File: config.mk
export PLATFORM = sky130hd
export DESIGN_NAME = trapping_alu
export DESIGN_NICKNAME = d
export VERILOG_FILES = /design/src/rtl/alu_pkg.sv /design/src/rtl/alu_bit_slice.sv /design/src/rtl/alu_slice_chain.sv /design/src/rtl/alu_carry_array.sv /design/src/rtl/alu_flag_unit.sv /design/src/rtl/alu_epc_trap.sv /design/src/rtl/trapping_alu.sv
export SDC_FILE = /design/constraint.sdc
export NUM_CORES = 1
export LEC_CHECK = 0
export ABC_AREA = 1
export BUFFER_PORTS_ARGS = -buffer_cell sky130_fd_sc_hd__buf_2
export CAP_MARGIN = 20
export CORE_AREA = 2 2 93 163
export CTS_CLUSTER_SIZE = 14
export DETAILED_ROUTE_END_ITERATION = 10
export DIE_AREA = 0 0 95 165
export PLACE_DENSITY = 0.59
export RECOVER_POWER = 25
export SYNTH_ARGS = -nofsm -noshare
export SYNTH_HDL_FRONTEND = slang
export SYNTH_HIERARCHICAL = 1
export SYNTH_SLANG_ARGS = --single-unit
File: constraint.sdc
create_clock -name clk -period 25.3 [get_ports clk]
set_input_delay 0 -clock clk [delete_from_list [all_inputs] [get_ports clk]]
set_output_delay 0 -clock clk [all_outputs]
set_load 0.03 [all_outputs]
File: src/rtl/alu_pkg.sv
package alu_pkg;

   typedef enum logic [1:0] {
      SEL_AND = 2'd0,
      SEL_OR  = 2'd1,
      SEL_SUM = 2'd2,
      SEL_NOR = 2'd3
   } res_sel_e;

   localparam int CHAIN_RIPPLE = 0;
   localparam int CHAIN_SELECT = 1;

endpackage

File: src/rtl/alu_bit_slice.sv
module alu_bit_slice
   import alu_pkg::*;
(
   input  logic     a_i,
   input  logic     b_i,
   input  logic     inv_b_i,
   input  logic     cin_i,
   input  res_sel_e sel_i,
   output logic     res_o,
   output logic     sum_o,
   output logic     cout_o
);

   logic b_eff;
   logic prop;

   assign b_eff  = b_i ^ inv_b_i;
   assign prop   = a_i ^ b_eff;
   assign sum_o  = prop ^ cin_i;
   assign cout_o = (a_i & b_eff) | (cin_i & prop);

   always_comb begin
      unique case (sel_i)
         SEL_AND: res_o = a_i & b_i;
         SEL_OR:  res_o = a_i | b_i;
         SEL_SUM: res_o = sum_o;
         SEL_NOR: res_o = ~(a_i | b_i);
         default: res_o = 1'b0;
      endcase
   end

endmodule

File: src/rtl/alu_slice_chain.sv
module alu_slice_chain
   import alu_pkg::*;
#(
   parameter int N = 16
)(
   input  logic [N-1:0] a_i,
   input  logic [N-1:0] b_i,
   input  logic         inv_b_i,
   input  logic         cin_i,
   input  res_sel_e     sel_i,
   output logic [N-1:0] res_o,
   output logic [N-1:0] sum_o,
   output logic         cout_o
);

   logic [N:0] carry;

   assign carry[0] = cin_i;

   for (genvar k = 0; k < N; k++) begin : g_slice
      alu_bit_slice u_slice (
         .a_i    (a_i[k]),
         .b_i    (b_i[k]),
         .inv_b_i(inv_b_i),
         .cin_i  (carry[k]),
         .sel_i  (sel_i),
         .res_o  (res_o[k]),
         .sum_o  (sum_o[k]),
         .cout_o (carry[k+1])
      );
   end

   assign cout_o = carry[N];

endmodule

File: src/rtl/alu_carry_array.sv
module alu_carry_array
   import alu_pkg::*;
#(
   parameter int WIDTH       = 32,
   parameter int CHAIN_STYLE = CHAIN_RIPPLE
)(
   input  logic [WIDTH-1:0] a_i,
   input  logic [WIDTH-1:0] b_i,
   input  logic             inv_b_i,
   input  logic             cin_i,
   input  res_sel_e         sel_i,
   output logic [WIDTH-1:0] res_o,
   output logic [WIDTH-1:0] sum_o,
   output logic             cout_o
);

   localparam int LO_W = WIDTH / 2;
   localparam int HI_W = WIDTH - LO_W;

   if (CHAIN_STYLE != CHAIN_RIPPLE && CHAIN_STYLE != CHAIN_SELECT) begin : g_bad_style
      $error("alu_carry_array: unknown CHAIN_STYLE");
   end

   if (CHAIN_STYLE == CHAIN_RIPPLE) begin : g_ripple
      alu_slice_chain #(.N(WIDTH)) u_chain (
         .a_i    (a_i),
         .b_i    (b_i),
         .inv_b_i(inv_b_i),
         .cin_i  (cin_i),
         .sel_i  (sel_i),
         .res_o  (res_o),
         .sum_o  (sum_o),
         .cout_o (cout_o)
      );
   end else begin : g_select
      logic [LO_W-1:0] lo_res, lo_sum;
      logic            lo_cout;
      logic [HI_W-1:0] h0_res, h0_sum, h1_res, h1_sum;
      logic            h0_cout, h1_cout;

      alu_slice_chain #(.N(LO_W)) u_lo (
         .a_i    (a_i[LO_W-1:0]),
         .b_i    (b_i[LO_W-1:0]),
         .inv_b_i(inv_b_i),
         .cin_i  (cin_i),
         .sel_i  (sel_i),
         .res_o  (lo_res),
         .sum_o  (lo_sum),
         .cout_o (lo_cout)
      );

      alu_slice_chain #(.N(HI_W)) u_hi_c0 (
         .a_i    (a_i[WIDTH-1:LO_W]),
         .b_i    (b_i[WIDTH-1:LO_W]),
         .inv_b_i(inv_b_i),
         .cin_i  (1'b0),
         .sel_i  (sel_i),
         .res_o  (h0_res),
         .sum_o  (h0_sum),
         .cout_o (h0_cout)
      );

      alu_slice_chain #(.N(HI_W)) u_hi_c1 (
         .a_i    (a_i[WIDTH-1:LO_W]),
         .b_i    (b_i[WIDTH-1:LO_W]),
         .inv_b_i(inv_b_i),
         .cin_i  (1'b1),
         .sel_i  (sel_i),
         .res_o  (h1_res),
         .sum_o  (h1_sum),
         .cout_o (h1_cout)
      );

      always_comb begin
         res_o[LO_W-1:0] = lo_res;
         sum_o[LO_W-1:0] = lo_sum;
         if (lo_cout) begin
            res_o[WIDTH-1:LO_W] = h1_res;
            sum_o[WIDTH-1:LO_W] = h1_sum;
            cout_o              = h1_cout;
         end else begin
            res_o[WIDTH-1:LO_W] = h0_res;
            sum_o[WIDTH-1:LO_W] = h0_sum;
            cout_o              = h0_cout;
         end
      end
   end

endmodule

File: src/rtl/alu_flag_unit.sv
module alu_flag_unit #(
   parameter int WIDTH = 32
)(
   input  logic             a_msb_i,
   input  logic             b_eff_msb_i,
   input  logic             sum_msb_i,
   input  logic [WIDTH-1:0] res_i,
   output logic             ovf_o,
   output logic             zero_o
);

   logic same_sign;

   assign same_sign = ~(a_msb_i ^ b_eff_msb_i);
   assign ovf_o     = same_sign & (sum_msb_i ^ a_msb_i);
   assign zero_o    = ~(|res_i);

endmodule

File: src/rtl/alu_epc_trap.sv
module alu_epc_trap #(
   parameter int ADDR_W = 32
)(
   input  logic              clk,
   input  logic              rst,
   input  logic              trap_i,
   input  logic [ADDR_W-1:0] addr_i,
   output logic [ADDR_W-1:0] epc_o,
   output logic              pulse_o
);

   always_ff @(posedge clk) begin
      if (rst) begin
         epc_o   <= '0;
         pulse_o <= 1'b0;
      end else begin
         pulse_o <= trap_i;
         if (trap_i) begin
            epc_o <= addr_i;
         end
      end
   end

   AST_EPC_CAPTURE: assert property (@(posedge clk) disable iff (rst)
      trap_i |=> (pulse_o && epc_o == $past(addr_i)));

   AST_EPC_HOLD: assert property (@(posedge clk) disable iff (rst)
      !trap_i |=> (!pulse_o && $stable(epc_o)));

endmodule

File: src/rtl/trapping_alu.sv
module trapping_alu
   import alu_pkg::*;
#(
   parameter int WIDTH       = 32,
   parameter int ADDR_W      = 32,
   parameter int CHAIN_STYLE = CHAIN_RIPPLE
)(
   input  logic              clk,
   input  logic              rst,
   input  logic [WIDTH-1:0]  op_a,
   input  logic [WIDTH-1:0]  op_b,
   input  logic              carry_in,
   input  logic [1:0]        res_sel,
   input  logic              negate_b,
   input  logic              signed_op,
   input  logic [ADDR_W-1:0] instr_addr,
   output logic [WIDTH-1:0]  result,
   output logic              carry_out,
   output logic              overflow,
   output logic              zero,
   output logic              trap_pulse,
   output logic [ADDR_W-1:0] epc
);

   localparam int MSB = WIDTH - 1;

   if (WIDTH < 4) begin : g_bad_width
      $error("trapping_alu: WIDTH must be at least 4");
   end
   if (ADDR_W < 1) begin : g_bad_addr
      $error("trapping_alu: ADDR_W must be positive");
   end

   res_sel_e         sel;
   logic [WIDTH-1:0] sum;
   logic             trap_now;

   assign sel = res_sel_e'(res_sel);

   alu_carry_array #(
      .WIDTH      (WIDTH),
      .CHAIN_STYLE(CHAIN_STYLE)
   ) u_array (
      .a_i    (op_a),
      .b_i    (op_b),
      .inv_b_i(negate_b),
      .cin_i  (carry_in),
      .sel_i  (sel),
      .res_o  (result),
      .sum_o  (sum),
      .cout_o (carry_out)
   );

   alu_flag_unit #(.WIDTH(WIDTH)) u_flags (
      .a_msb_i    (op_a[MSB]),
      .b_eff_msb_i(op_b[MSB] ^ negate_b),
      .sum_msb_i  (sum[MSB]),
      .res_i      (result),
      .ovf_o      (overflow),
      .zero_o     (zero)
   );

   assign trap_now = (sel == SEL_SUM) & signed_op & overflow;

   alu_epc_trap #(.ADDR_W(ADDR_W)) u_trap (
      .clk    (clk),
      .rst    (rst),
      .trap_i (trap_now),
      .addr_i (instr_addr),
      .epc_o  (epc),
      .pulse_o(trap_pulse)
   );

   // Wide reference sums used only by the assertions below.
   logic [WIDTH-1:0] chk_b;
   logic [WIDTH:0]   chk_usum;
   logic [WIDTH:0]   chk_ssum;

   always_comb begin
      chk_b    = negate_b ? ~op_b : op_b;
      chk_usum = {1'b0, op_a} + {1'b0, chk_b} + {{WIDTH{1'b0}}, carry_in};
      chk_ssum = {op_a[MSB], op_a} + {chk_b[MSB], chk_b} + {{WIDTH{1'b0}}, carry_in};
   end

   AST_LOGIC_AND: assert property (@(posedge clk) disable iff (rst)
      (res_sel == 2'd0) |-> (result == (op_a & op_b)));

   AST_SUM_ARITH: assert property (@(posedge clk) disable iff (rst)
      (res_sel == 2'd2) |-> ({carry_out, result} == chk_usum));

   AST_NO_OVERFLOW: assert property (@(posedge clk) disable iff (rst)
      (overflow == (chk_ssum[WIDTH] != chk_ssum[MSB])));

   AST_ZERO_FLAG: assert property (@(posedge clk) disable iff (rst)
      zero |-> ($countones(result) == 0));

   AST_UNSIGNED_NO_TRAP: assert property (@(posedge clk) disable iff (rst)
      (!signed_op || res_sel != 2'd2) |=> !trap_pulse);

endmodule

==> out/qor.tcl, run 1 <==
set qor(syn-num-nets) 835
set qor(buffer_ports.inserted) 170
set qor(antenna_found_initial) 3
set qor(syn_inst) 700
set qor(via_count) 4659
set qor(clock_sink_count) 33
set qor(power-per-cell-area_mw_per_mm2) 42.0
set qor(setup_tns_ps) 0
set qor(most_frequent_cells_in_the_layout) {167 x inv_1, 145 x buf_2, 120 x nor2_1}
set qor(pwr-share-seq) 0.236
set qor(maximum_clock_skew_at_final_layout_ps) 0
set qor(syn-cell-area_mm2) 0.00441
set qor(cts_tree) {built}
set qor(fin_crit_sh) 0.688
set qor(worstPathRequired_ps) 25470
set qor(wirelength_um) 11400
set qor(critical-path-top-cell-by-count) {inv_1}
set qor(final-setup-viol-count) 0
set qor(clockPowerShare) 0.248
set qor(grt_overflow_total) 0
set qor(critical-path-max-stage-delay_ps) 540
set qor(power.switching_w) 0.000100
set qor(post_layout_nonfiller_instances) 1057
set qor(leakagePower_nw) 3.12
set qor(regToRegSetupSlack_ps) 24720
set qor(detail-route-antenna-nets) 0
set qor(rsz0062_at_grt) {false}
set qor(initial_utilization) 0.309
set qor(dieArea_mm2) 0.0157
set qor(cp-end-kind) {register}
set qor(detailedRoute.firstPassIterationCount) 4
set qor(slew_headroom) 0.354
set qor(worst_pin_slew_ps) 969
set qor(clockBufferDepth) 2
set qor(grt_start_max_net_pins) 66
set qor(final_net_count) 1008
set qor(final_layout_size_suffix_gt1_frac) 0.291
set qor(die_h_um) 165
set qor(insertion_delay_ps) 280
set qor(post-cts-setup-buffer-count) 0
set qor(post_cts_hold_buffer_count) 2
set qor(rows) 58
set qor(hp-class) {input pin to register}
set qor(post_cts_resized) 0
set qor(post-dp-hpwl_um) 9080
set qor(finalPower_w) 0.000234
set qor(area_growth_syn_to_layout_pct) 26.5
set qor(finalCriticalPeriod_ps) 17410
set qor(part_of_the_power_in_combinational_logic) 0.516
set qor(core_mm2) 0.0143
set qor(synthesis.area_per_instance_um2) 6.30
set qor(tritoncts_buffers) 5
set qor(drv_cap) 0
set qor(avgRoutedWirePerCell_um) 10.8
set qor(clock-root-buffer) {clkbuf_16}
set qor(run_status) {finished, final reports clean}
set qor(ios) 171
set qor(layout_commonest_cell) {inv_1}
set qor(synth_warnings) 6
set qor(die_w_um) 95
set qor(dr.first_iter.drc_count) 93
set qor(clkTransAtPathRegs_ps) 50
set qor(maxClockFrequency_ghz) 0.0574
set qor(gr-usage-all-layers) 0.144
set qor(p_int_w) 0.000134
set qor(grt_first_pass_wirelength_um) 18300
set qor(placed_cells_incl_taps) 1044
set qor(finalMaxSlewViolations) 0
set qor(startpoint_type) {input pin}
set qor(cp_data_arrival_time_ps) 17580
set qor(timing_worst_setup_path_type) {input pin to register}
set qor(vdd_ir_drop_max_uv) 19.2
set qor(worst_path_max_delay_cell) {fa_1}
set qor(via_per_inst) 4.41
set qor(drc) 0
set qor(finalHoldViolCount) 0
set qor(via_count_of_the_first_global_routing_pass) 4346
set qor(sw_frac_of_total) 0.427
set qor(critical_path_peak_fanout) 65
set qor(cts_max_level) 2
set qor(final_weighted_congestion_in_routability_driven_placement) 0.806
sequential cells by signal, summed over array words and instances, names as in the netlist:
register,count
u_trap/epc_o,32
u_trap/pulse_o,1
layout make-up:
cell class / count / area [um^2]
diodes: 3 / 7.51
clock buffers: 5 / 125
clock inverters: 3 / 17.5
fillers: 1636 / 8710
inverters: 199 / 747
multi-input cells: 458 / 2930
flip-flops and latches: 33 / 661
well taps: 180 / 225
repair buffers: 176 / 870
power groups by stage:
stage | sequential [W] | clock (W) | combinational, W
2_1_floorplan | 0.0000611 | 0 | 0.0000803
3_3_place_gp | 0.0000564 | 0 | 0.000122
3_5_place_dp | 0.0000565 | 0 | 0.000123
4_1_cts | 0.0000554 | 0.0000612 | 0.000123
5_1_grt | 0.0000557 | 0.0000628 | 0.000137
6_report | 0.0000554 | 0.0000581 | 0.000121
critical path, delay by kind of cell:
| kind | cells | cell delay (ps) |
|---|---|---|
| compound gates | 1 | 200 |
| xor+xnor | 1 | 160 |
| fa+ha+maj | 32 | 12220 |
| buf+inv | 67 | 4410 |
| simple gates | 6 | 520 |
path summary, 6_finish.rpt:
check                           startpoint  cells after the start                       endpoint
max                               negate_b                    107   u_trap/epc_o[0]$_SDFFE_PP0P_
min                         instr_addr[26]                      5  u_trap/epc_o[26]$_SDFFE_PP0P_
max reg2reg   u_trap/epc_o[7]$_SDFFE_PP0P_                      2   u_trap/epc_o[7]$_SDFFE_PP0P_
min reg2reg  u_trap/epc_o[20]$_SDFFE_PP0P_                      2  u_trap/epc_o[20]$_SDFFE_PP0P_
routing by layer:
| metal | global-route usage | vias to the layer above | wire, um |
|---|---|---|---|
| met5 | 0 | - | 0 |
| met4 | 0.0540 | 0 | 291 |
| met3 | 0.0233 | 17 | 766 |
| met2 | 0.294 | 135 | 6080 |
| met1 | 0.138 | 2046 | 4220 |
| li1 | - | 2461 | - |
metrics by stage:
stage	utilization	setup WS [ps]	hold slack (ps)	cell area, um^2
5_1_grt	0.390	6600	29.2	5580
4_1_cts	0.392	7680	0.0744	5610
3_5_place_dp	0.381	7370	177	5440
3_3_place_gp	0.381	7690	175	5440
2_1_floorplan	-	8760	71.2	4410
6_report	0.390	7890	4.09	5580
Power figures use the tool's default switching activity.
==> inputs of run 2 (changes only) <==
==> constraint.sdc (replaced) <==
create_clock -name clk -period 18 [get_ports clk]
set_input_delay 0 -clock clk [delete_from_list [all_inputs] [get_ports clk]]
set_output_delay 0 -clock clk [all_outputs]
set_load 0.03 [all_outputs]
==> out/qor.tcl, run 2 (same netlist as run 1, synthesis figures left out) <==
set qor(critical_path_peak_fanout) 2 ;# -97%
set qor(startpoint_type) {input pin}
set qor(layout.filler_cells) 1632 ;# -0.24%
set qor(cts_tree) {built}
set qor(wirelength_um) 11200 ;# -1.7%
set qor(clock_sink_count) 33 ;# unchanged
set qor(buffer_ports.inserted) 170 ;# unchanged
set qor(detail-route-antenna-nets) 0 ;# unchanged
set qor(timing.critical_path.buf_inv) 64 ;# -4.5%
set qor(timing_worst_setup_path_type) {input pin to primary output}
set qor(post-dp-hpwl_um) 8820 ;# -2.9%
set qor(insertion_delay_ps) 280 ;# about the same
set qor(maxClockFrequency_ghz) 0.0593
set qor(detailedRoute.firstPassIterationCount) 4 ;# unchanged
set qor(finalMaxSlewViolations) 0 ;# unchanged
set qor(setup_tns_ps) 0 ;# unchanged
set qor(critical-path-max-stage-delay_ps) 530 ;# about the same
set qor(post_layout_nonfiller_instances) 1054 ;# -0.28%
set qor(worst_path_max_delay_cell) {fa_1}
set qor(grt_start_max_net_pins) 66 ;# unchanged
set qor(layout_commonest_cell) {inv_1}
set qor(drv_cap) 0 ;# unchanged
set qor(dieArea_mm2) 0.0157 ;# unchanged
set qor(largest_register_ffs) 32 ;# unchanged
set qor(avgRoutedWirePerCell_um) 10.6 ;# -1.5%
set qor(leakagePower_nw) 3.14 ;# +0.46%
set qor(via_count) 4635 ;# -0.52%
set qor(final_weighted_congestion_in_routability_driven_placement) 0.845 ;# +4.8%
set qor(critical-path-top-cell-by-count) {inv_1}
set qor(cp_data_arrival_time_ps) 16870 ;# -710 ps
set qor(die_w_um) 95 ;# unchanged
set qor(via_per_inst) 4.40 ;# -0.23%
set qor(regToRegSetupSlack_ps) 17430 ;# -7290 ps
set qor(area_growth_syn_to_layout_pct) 27.3
set qor(rsz0062_at_grt) {false}
set qor(fin_crit_sh) 0.937
set qor(power-per-cell-area_mw_per_mm2) 61.9 ;# +47%
set qor(antenna_found_initial) 1 ;# -2
set qor(clkTransAtPathRegs_ps) 50 ;# about the same
set qor(drc) 0 ;# unchanged
set qor(hp-class) {input pin to register}
set qor(ios) 171 ;# unchanged
set qor(clockBufferDepth) 2 ;# unchanged
set qor(vdd_ir_drop_max_uv) 29.0 ;# +51%
set qor(maximum_clock_skew_at_final_layout_ps) 0 ;# unchanged
set qor(via_count_of_the_first_global_routing_pass) 4089 ;# -5.9%
set qor(run_status) {finished, final reports clean}
set qor(dr.first_iter.drc_count) 118 ;# +27%
set qor(top_regs) {u_trap/epc_o (32), u_trap/pulse_o (1)}
set qor(most_frequent_cells_in_the_layout) {167 x inv_1, 145 x buf_2, 119 x nor2_1}
set qor(cp-end-kind) {primary output}
set qor(initial_utilization) 0.309 ;# unchanged
set qor(rows) 58 ;# unchanged
set qor(gr-usage-all-layers) 0.138 ;# -0.00600
set qor(grt_overflow_total) 0 ;# unchanged
set qor(finalHoldViolCount) 0 ;# unchanged
set qor(clock-root-buffer) {clkbuf_16}
set qor(final_layout_size_suffix_gt1_frac) 0.291 ;# +0.000333
set qor(regMostFlops) {u_trap/epc_o}
set qor(critical-path-top-delay-family) {adder cells}
set qor(tritoncts_buffers) 5 ;# unchanged
set qor(die_h_um) 165 ;# unchanged
set qor(worst_pin_slew_ps) 983 ;# +14.5 ps
set qor(grt_first_pass_wirelength_um) 17600 ;# -3.8%
set qor(placed_cells_incl_taps) 1044 ;# unchanged
set qor(holdWs_ps) 8.14 ;# +4.06 ps
set qor(core_mm2) 0.0143 ;# unchanged
set qor(worstPathRequired_ps) 18000 ;# -7470 ps
set qor(slew_headroom) 0.344 ;# -0.00965
set qor(finalCriticalPeriod_ps) 16870
set qor(cts_max_level) 2 ;# unchanged
set qor(final_net_count) 1007 ;# -0.099%
set qor(final-setup-viol-count) 0 ;# unchanged
## run 2: final cells by class
cell class	count	area [um^2]	area share
Clock inverter	1	30.0	0.00535
Antenna cell	1	2.50	0.000446
Timing Repair Buffer	175	876	0.156
Sequential cell	33	661	0.118
Multi-Input combinational cell	458	2930	0.522
Inverter	199	747	0.133
Clock buffer	7	143	0.0254
Tap cell	180	225	0.0401
## run 2: repair_timing
item / CTS / global route
buffers inserted: 0 / 0
endpoints found under the setup margin: 0 / 1
endpoints found under the hold margin: 1 / 0
hold buffers: 1 / 0
gates resized for setup: 0 / 2
## run 2: worst register-to-register path, cell delays in order (launching register included)
cell     delay (ps)
dfxtp_1         310
nor2_1          100
nor2_1           60
## run 2: layer usage
metal,vias up,GRT usage,wire length [um]
met5,-,0,0
met4,0,0.0534,269
met3,17,0.0173,658
met2,134,0.275,5910
met1,2033,0.141,4330
li1,2451,-,-
## run 2: through the flow
stage | worst slack (ps) | area, um^2 | util | total power, W
finish | 1130 | 5620 | 0.393 | 0.000348
global route | 26.7 | 5620 | 0.393 | 0.000376
CTS | 855 | 5640 | 0.394 | 0.000355
detailed placement | 879 | 5460 | 0.382 | 0.000251
global placement | 953 | 5460 | 0.382 | 0.000250
floorplan | 1460 | 4410 | - | 0.000199
## run 2: worst paths after layout
check,cells past startpoint,start,endpoint
min reg2reg,2,u_trap/epc_o[8]$_SDFFE_PP0P_,u_trap/epc_o[8]$_SDFFE_PP0P_
max reg2reg,2,u_trap/epc_o[14]$_SDFFE_PP0P_,u_trap/epc_o[14]$_SDFFE_PP0P_
min,5,instr_addr[21],u_trap/epc_o[21]$_SDFFE_PP0P_
max,105,negate_b,zero
## run 2: report_power, final
| part | internal [W] | switching, W | total [W] |
|---|---|---|---|
| clock network | 0.0000691 | 0.0000311 | 0.000100 |
| registers | 0.0000764 | 0.00000151 | 0.0000779 |
| logic | 0.0000619 | 0.000108 | 0.000170 |
